===== src/rtl/pin_debounce.sv =====
module pin_debounce #(
  parameter int RISE_LOAD = 2,
  parameter int FALL_LOAD = 2
) (
  input  logic clk,
  input  logic rst_n,
  input  logic tick,
  input  logic pin_raw,
  input  logic filter_en,
  input  logic trig_low,
  input  logic both_edges,
  output logic level_out,
  output logic polarity,
  output logic irq
);
  localparam int MAXL = (RISE_LOAD > FALL_LOAD) ? RISE_LOAD : FALL_LOAD;
  localparam int CW   = $clog2(MAXL + 1);

  typedef enum logic [1:0] {S_INIT, S_IDLE, S_CHECK} st_t;

  st_t           st;
  logic          state_q, pol_q, irq_q;
  logic [CW-1:0] cnt_q;

  wire differ  = pin_raw != state_q;
  wire fire_ok = both_edges | (trig_low ? ~pin_raw : pin_raw);

  function automatic logic [CW-1:0] load_for(input logic lvl);
    return lvl ? CW'(FALL_LOAD) : CW'(RISE_LOAD);
  endfunction

  always_ff @(posedge clk) begin
    if (!rst_n) begin
      st      <= S_INIT;
      state_q <= 1'b0;
      pol_q   <= 1'b0;
      cnt_q   <= '0;
      irq_q   <= 1'b0;
    end else begin
      irq_q <= 1'b0;
      case (st)
        S_INIT: begin
          state_q <= pin_raw;
          pol_q   <= pin_raw;
          cnt_q   <= load_for(pin_raw);
          st      <= S_IDLE;
        end
        S_IDLE: begin
          if (filter_en) begin
            if (tick && differ) st <= S_CHECK;
          end else if (differ) begin
            state_q <= pin_raw;
            irq_q   <= fire_ok;
            if (both_edges) pol_q <= ~pol_q;
          end
        end
        S_CHECK: begin
          if (tick) begin
            if (!differ) begin
              cnt_q <= load_for(state_q);
            end else if (cnt_q == CW'(1)) begin
              state_q <= pin_raw;
              pol_q   <= ~pol_q;
              irq_q   <= fire_ok;
              cnt_q   <= load_for(pin_raw);
              st      <= S_IDLE;
            end else begin
              cnt_q <= cnt_q - CW'(1);
            end
          end
        end
        default: st <= S_IDLE;
      endcase
    end
  end

  assign level_out = state_q ^ trig_low;
  assign polarity  = pol_q;
  assign irq       = irq_q;

  assert_pulse_width_R5: assert property (@(posedge clk) disable iff (!rst_n)
    (filter_en && irq_q) |=> !irq_q);

  assert_irq_on_change_R5: assert property (@(posedge clk) disable iff (!rst_n)
    irq_q |-> (state_q != $past(state_q)));

  assert_pol_tracks_R6: assert property (@(posedge clk) disable iff (!rst_n)
    (filter_en && st != S_INIT) |-> (pol_q == state_q));

  assert_no_tick_no_change_R2: assert property (@(posedge clk) disable iff (!rst_n)
    (filter_en && $past(st) != S_INIT && !$past(tick)) |-> $stable(state_q));

  assert_count_live_R4: assert property (@(posedge clk) disable iff (!rst_n)
    (st == S_CHECK) |-> (cnt_q != '0 && cnt_q <= CW'(MAXL)));
endmodule


===== config.mk =====
export PLATFORM = sky130hd
export DESIGN_NAME = pin_debounce
export DESIGN_NICKNAME = d
export VERILOG_FILES = /design/src/rtl/pin_debounce.sv
export SDC_FILE = /design/constraint.sdc
export NUM_CORES = 1
export LEC_CHECK = 0
export BUFFER_PORTS_ARGS = -buffer_cell sky130_fd_sc_hd__buf_2
export CORE_MARGIN = 2
export CORE_UTILIZATION = 30
export DETAILED_ROUTE_END_ITERATION = 16
export GPL_TIMING_DRIVEN = 0
export SLEW_MARGIN = 20
export SYNTH_ARGS = -nofsm -noshare
export SYNTH_HDL_FRONTEND = slang
export SYNTH_SLANG_ARGS = --single-unit

===== constraint.sdc =====
create_clock -name clk -period 1.5 [get_ports clk]
set_clock_uncertainty 0.1 [all_clocks]
set_input_delay 0.225 -clock clk [delete_from_list [all_inputs] [get_ports clk]]
set_output_delay 0.225 -clock clk [all_outputs]
set_load 0.01 [all_outputs]

==> impl_metrics.csv, run 1 <==
group,metric,value,unit
synthesis,yosys_warnings,0,
sta,max_freq,0.675,GHz
cells_and_area,layout.nets,74,
cells_and_area,final_common_cell,"buf_2",
cells_and_area,antenna_cells,0,
routing,drt_iter0_markers,1,
clock_tree,cts_buffers,3,
sta,worst_slew_margin_rel,0.818,
floorplanning,rows,13,
power_and_ir_drop,peakVddDrop,0.483,mV
sta,hold_violations,0,
routing,drcViolationCount,0,
clock_tree,cts_sinks,7,
routing,vias,398,
synthesis,syn_area,439,sq um
sta,rsz0062_at_grt,"true",
routing,drt_wl_total,1.01,mm
sta,finalCritPeriodShare,0.988,
global_route,grt_pass1_vias,361,
synthesis,synth.distinct_cells,25,
cells_and_area,multi_input_area,333,sq um
place,gp_congestion,0.669,
floorplanning,initial_core_util,0.329,
cells_and_area,layout_common_cells,"buf_2 (9), dfxtp_1 (4), inv_1 (3), nand2_1 (3), clkbuf_4 (3)",
place,hpwl,687,um
worst_hold_path,hp-class,"in2reg",
global_route,grt_max_degree,9,
setup_path,rr_worst_depth,6,
synthesis,synth_top_area_frac,0.319,
sta,setup_violations,0,
synthesis,synth_seq_cells,7,
setup_path,rrSetupSlack,0.02,ns
synthesis,synth_area_leaders,"dfxtp_1 (32%), ha_1 (11%), mux2i_1 (4.6%)",
global_route,grt_usage,0.112,
routing,avgViaCountPerCell,5.17,
setup_path,slowest_delay,0.37,ns
synthesis,synth-seq-area-share,0.319,
setup_path,r2r_start,"st[0]",
setup_path,cpMaxStageDelayCell,"dfxtp_4",
clock_tree,clk_pin_slew,0.05,ns
setup_path,critPathCaptureType,"register",
clock_tree,h-tree-depth,1,
cells_and_area,fillers,142,
synthesis,syn_inst,48,
place,dp.cells,72,
synthesis,synth_mux_area_frac,0.0712,
sta,worst_pin_slew,0.273,ns
worst_hold_path,min_from,"rst_n",
synthesis,synthAdderAreaFrac,0.114,
clock_tree,clk_latency,0.25,ns
synthesis,synth_top_family_by_area,"compound AO/OA/AOI/OAI gates",
routing,dr.pass1.iters,3,
setup_path,crit_end,"state_q",
synthesis,yosys.area_share.simple,0.191,
setup_path,critical_path_buf_inv_count,2,
status,outcome,"completed",
power_and_ir_drop,powerDensity,860,nW/um^2
global_route,antenna_found_initial,0,
worst_hold_path,holdPathStages,3,
floorplanning,die_x,42.3,um
cells_and_area,drive_gt1_frac,0.435,
setup_path,cp-startpoint,"st[0]",
sta,slew_viol_final,0,
sta,layout_min_cycle_time,1.48,ns
synthesis,syn_area_per_cell,9.15,sq um
setup_path,crit_path_max_fanout,5,
clock_tree,cts_tree,"built",
floorplanning,fp.dieH,42.3,um
run,max_cap_violations,0,
floorplanning,coreArea,1330,sq um
place,port_buffers,9,
setup_path,critPathKind,"reg2reg",
power_and_ir_drop,p_leak,0.251,nW
cells_and_area,final_cells,77,
cells_and_area,areaGrowthSynthToFinish,34.8,%
setup_path,path_common_cell,"inv_1",
floorplanning,dieArea,1790,sq um
synthesis,yosys.area.top_type,"dfxtp_1",
clock_tree,cts_hold_buf,0,
synthesis,synthXorXnorAreaFrac,0.0769,
power_and_ir_drop,fin_total_pwr,509,uW
setup_path,cp.required,1.58,ns
setup_path,startpoint_type,"register",
global_route,grt_overflow,0,
setup_path,path_delay_family,"flip-flops",
routing,final_antenna_net_count,0,
global_route,grt_pass1_wl,1.48,mm
routing,wl_per_cell,13.1,um
floorplanning,pin_count,10,
clock_tree,root_buffer,"clkbuf_4",
setup_path,cp_cell_sequence,"inv_1 > ha_2 > inv_1 > a31oi_4 > or3b_1 > a21boi_1",
setup_path,crit_arrival,1.56,ns
setup_path,timing.rr.end,"state_q",
clock_tree,clockBufferDepth,2,
synthesis,synth_compound_area_frac,0.194,
setup_path,path_depth,6,
cells_and_area,register_area,146,sq um
synthesis,syn_nets,59,
-- layer usage --
layer | global-route usage | routed length (um) | vias up | share of wire
met5 | 0 | 0 | - | 0
met4 | 0.0563 | 0 | 0 | 0
met3 | 0.0431 | 46 | 0 | 0.046
met2 | 0.182 | 539 | 8 | 0.53
met1 | 0.128 | 424 | 192 | 0.42
li1 | - | - | 198 | -
-- synthesized netlist by cell type (all sizes together) --
cell and n:
dfxtp 7, ha 4, inv 4, nor2 4, nand2 3, nor2b 3, xor2 3, a21oi 2
mux2i 2, o211ai 2, a211oi 1, a21boi 1, a2bb2oi 1, a31oi 1, and2 1, mux2 1
nand3 1, nand3b 1, nand4 1, nor3 1, o2111ai 1, o211a 1, o21ai 1, or3b 1
-- worst reg2reg max path, cell delays in order (launching register included) --
cell      delay, ns
dfxtp_4        0.37
inv_1          0.06
ha_2           0.21
inv_1          0.12
a31oi_4        0.06
or3b_1         0.37
a21boi_1       0.12
-- stage by stage --
stage | TNS, ns | hold WS [ns] | setup WS (ns) | instance area, sq um | util
floorplan | 0 | 0.239 | 0.0692 | 439 | -
global placement | -0.0725 | 0.354 | -0.0421 | 503 | 0.377
detailed placement | -0.0900 | 0.358 | -0.0489 | 503 | 0.377
CTS | 0 | 0.156 | 0.0120 | 548 | 0.411
global route | -0.186 | 0.162 | -0.0525 | 592 | 0.444
finish | 0 | 0.165 | 0.0182 | 592 | 0.444
-- kinds of logic after synthesis --
kind of cell               after synthesis
DFF                                      7
adders and majority gates                4
muxes                                    3
xor gates and xnor gates                 3
AOI/OAI and AO/OA                       11
buffers and inverters                    4
and+or+nand+nor                         16
-- worst min path at each step --
stage | endpoint | slack [ns]
2_1_floorplan | cnt_q[1] | 0.24
3_3_place_gp | cnt_q[1] | 0.35
3_5_place_dp | cnt_q[1] | 0.36
4_1_cts | cnt_q[1] | 0.16
5_1_grt | cnt_q[1] | 0.16
6_report | cnt_q[1] | 0.16
-- registers in the layout, summed over array words and instances, names as in the netlist --
name      count
cnt_q         2
st            2
irq           1
polarity      1
state_q       1
-- power breakdown --
part / total (mW) / leakage [nW] / internal, mW / switching [mW]
logic: 0.120 / 0.177 / 0.0571 / 0.0628
clock network: 0.174 / 0.0150 / 0.102 / 0.0719
registers: 0.215 / 0.0589 / 0.200 / 0.0149
-- area by class of cell --
| class | count | share of cell area |
|---|---|---|
| Multi-Input combinational cell | 37 | 0.562 |
| Sequential cell | 7 | 0.247 |
| Timing Repair Buffer | 10 | 0.0888 |
| Clock buffer | 4 | 0.0444 |
| Tap cell | 15 | 0.0317 |
| Inverter | 4 | 0.0254 |
-- timing repair --
action	in CTS	in global routing
cloned	0	0
gates resized for setup	6	9
hold endpoints to repair	0	0
buffers inserted	1	0
pin swaps	1	2
setup endpoints to repair	2	3
Note: power is estimated with default switching activity, not from simulation.
==> inputs of run 2 (changes only) <==
==> constraint.sdc (replaced) <==
create_clock -name clk -period 1.55 [get_ports clk]
set_clock_uncertainty 0.1 [all_clocks]
set_input_delay 0.2325 -clock clk [delete_from_list [all_inputs] [get_ports clk]]
set_output_delay 0.2325 -clock clk [all_outputs]
set_load 0.01 [all_outputs]
==> impl_metrics.csv, run 2 (synthesis results as in run 1) <==
group,metric,value,unit
place,port_buffers,9,
routing,m1WireLength,415,um
routing,wl_met3,46,um
status,outcome,"completed",
global_route,antenna_found_initial,0,
cells_and_area,drive_gt1_frac,0.435,
sta,worst_pin_slew,0.275,ns
floorplanning,dieArea,1790,sq um
place,hpwl,687,um
routing,final_antenna_net_count,0,
setup_path,crit_path_max_fanout,5,
sta,setup_violations,0,
sta,finalCritPeriodShare,0.950,
floorplanning,initial_core_util,0.329,
clock_tree,cts_tree,"built",
place,gp_congestion,0.669,
routing,drt_iter0_markers,0,
routing,dr.pass1.iters,1,
sta,worst_slew_margin_rel,0.816,
power_and_ir_drop,peakVddDrop,0.469,mV
global_route,grt_max_degree,9,
global_route,grt_usage,0.112,
place,dp.cells,72,
clock_tree,cts_buffers,3,
cells_and_area,antenna_cells,0,
cells_and_area,final_common_cell,"buf_2",
sta,max_freq,0.679,GHz
sta,fin_setup_tns,0,ns
routing,drcViolationCount,0,
cells_and_area,fillers,141,
routing,dr.max_layer_used,"met3",
clock_tree,clk_pin_slew,0.05,ns
global_route,grt_overflow,0,
cells_and_area,reg_top3,"cnt_q (2), st (2)",
global_route,grt_pass1_wl,1.48,mm
sta,layout_min_cycle_time,1.47,ns
setup_path,startpoint_type,"register",
cells_and_area,post-route-util,0.442,
cells_and_area,layout.nets,74,
clock_tree,clk_latency,0.25,ns
power_and_ir_drop,fin_total_pwr,492,uW
run,max_cap_violations,0,
routing,met2_wirelength,535,um
worst_hold_path,hp-class,"in2reg",
cells_and_area,final_cells,77,
sta,hold_ws,0.173,ns
clock_tree,h-tree-depth,1,
clock_tree,clockBufferDepth,2,
floorplanning,die_x,42.3,um
floorplanning,coreArea,1330,sq um
floorplanning,rows,13,
clock_tree,root_buffer,"clkbuf_4",
clock_tree,cts_hold_buf,0,
cells_and_area,areaGrowthSynthToFinish,34.2,%
sta,slew_viol_final,0,
setup_path,cp_cell_sequence,"xor2_4 > a31oi_4 > or3b_1 > a21boi_1",
setup_path,slowest_delay,0.39,ns
setup_path,cpMaxStageDelayCell,"dfxtp_2",
floorplanning,pin_count,10,
setup_path,critPathKind,"reg2reg",
global_route,grt_pass1_vias,361,
clock_tree,cts_sinks,7,
sta,hold_violations,0,
setup_path,critPathCaptureType,"register",
setup_path,cp.required,1.63,ns
cells_and_area,layout_common_cells,"buf_2 (9), dfxtp_1 (4), nand2_1 (3), clkbuf_4 (3)",
power_and_ir_drop,powerDensity,835,nW/um^2
routing,wl_per_cell,13.0,um
routing,avgViaCountPerCell,5.10,
routing,vias,393,
setup_path,crit_arrival,1.55,ns
floorplanning,fp.dieH,42.3,um
power_and_ir_drop,p_leak,0.255,nW
routing,drt_wl_total,998,um
run 2: cell counts in the layout (fill, tap and decap cells not counted):
No cell type changed its count.
run 2: critical path, delay by kind of cell (launching register included):
kind / cells / cell delay (ns)
AO/OA/AOI/OAI: 2 / 0.26
XOR/XNOR: 1 / 0.26
flip-flops: 1 / 0.39
AND/OR/NAND/NOR: 1 / 0.39
run 2: what timing repair did:
action,4_1_cts,5_1_grt
gates resized for setup,2,13
buffers inserted,1,0
setup endpoints to repair,1,3
pin swaps,1,1
run 2: metrics by stage:
stage | instance area [sq um] | setup slack [ns]
2_1_floorplan | 439 | 0.119
3_3_place_gp | 503 | 0.00795
3_5_place_dp | 503 | 0.00107
4_1_cts | 541 | 0.0209
5_1_grt | 589 | -0.0258
6_report | 589 | 0.0771
run 2: routing by layer:
metal | global-route usage | vias up
met4 | 0.0563 | 0
met1 | 0.128 | 185
li1 | - | 200
met5 | 0 | -
met2 | 0.182 | 8
met3 | 0.0431 | 0
run 2: path summary, 6_finish.rpt:
| path | from | endpoint | slack (ns) | cells after the start |
|---|---|---|---|---|
| worst min-delay path | rst_n | cnt_q[1] | 0.17 | 3 |
| worst max register to register | state_q | state_q | 0.08 | 4 |
| worst max-delay path | state_q | state_q | 0.08 | 4 |
| worst min register to register | polarity | polarity | 0.38 | 2 |
run 2: area by class of cell:
class	count	area [sq um]	area share
Clock buffer	4	26.3	0.0446
Inverter	4	15.0	0.0255
Multi-Input combinational cell	37	330	0.561
Sequential cell	7	146	0.248
Tap cell	15	18.8	0.0318
Timing Repair Buffer	10	52.6	0.0892
run 2: power breakdown:
part / internal (mW) / total [mW] / switching (mW)
Sequential: 0.194 / 0.209 / 0.0148
Combinational: 0.0551 / 0.115 / 0.0601
Clock: 0.0984 / 0.168 / 0.0698
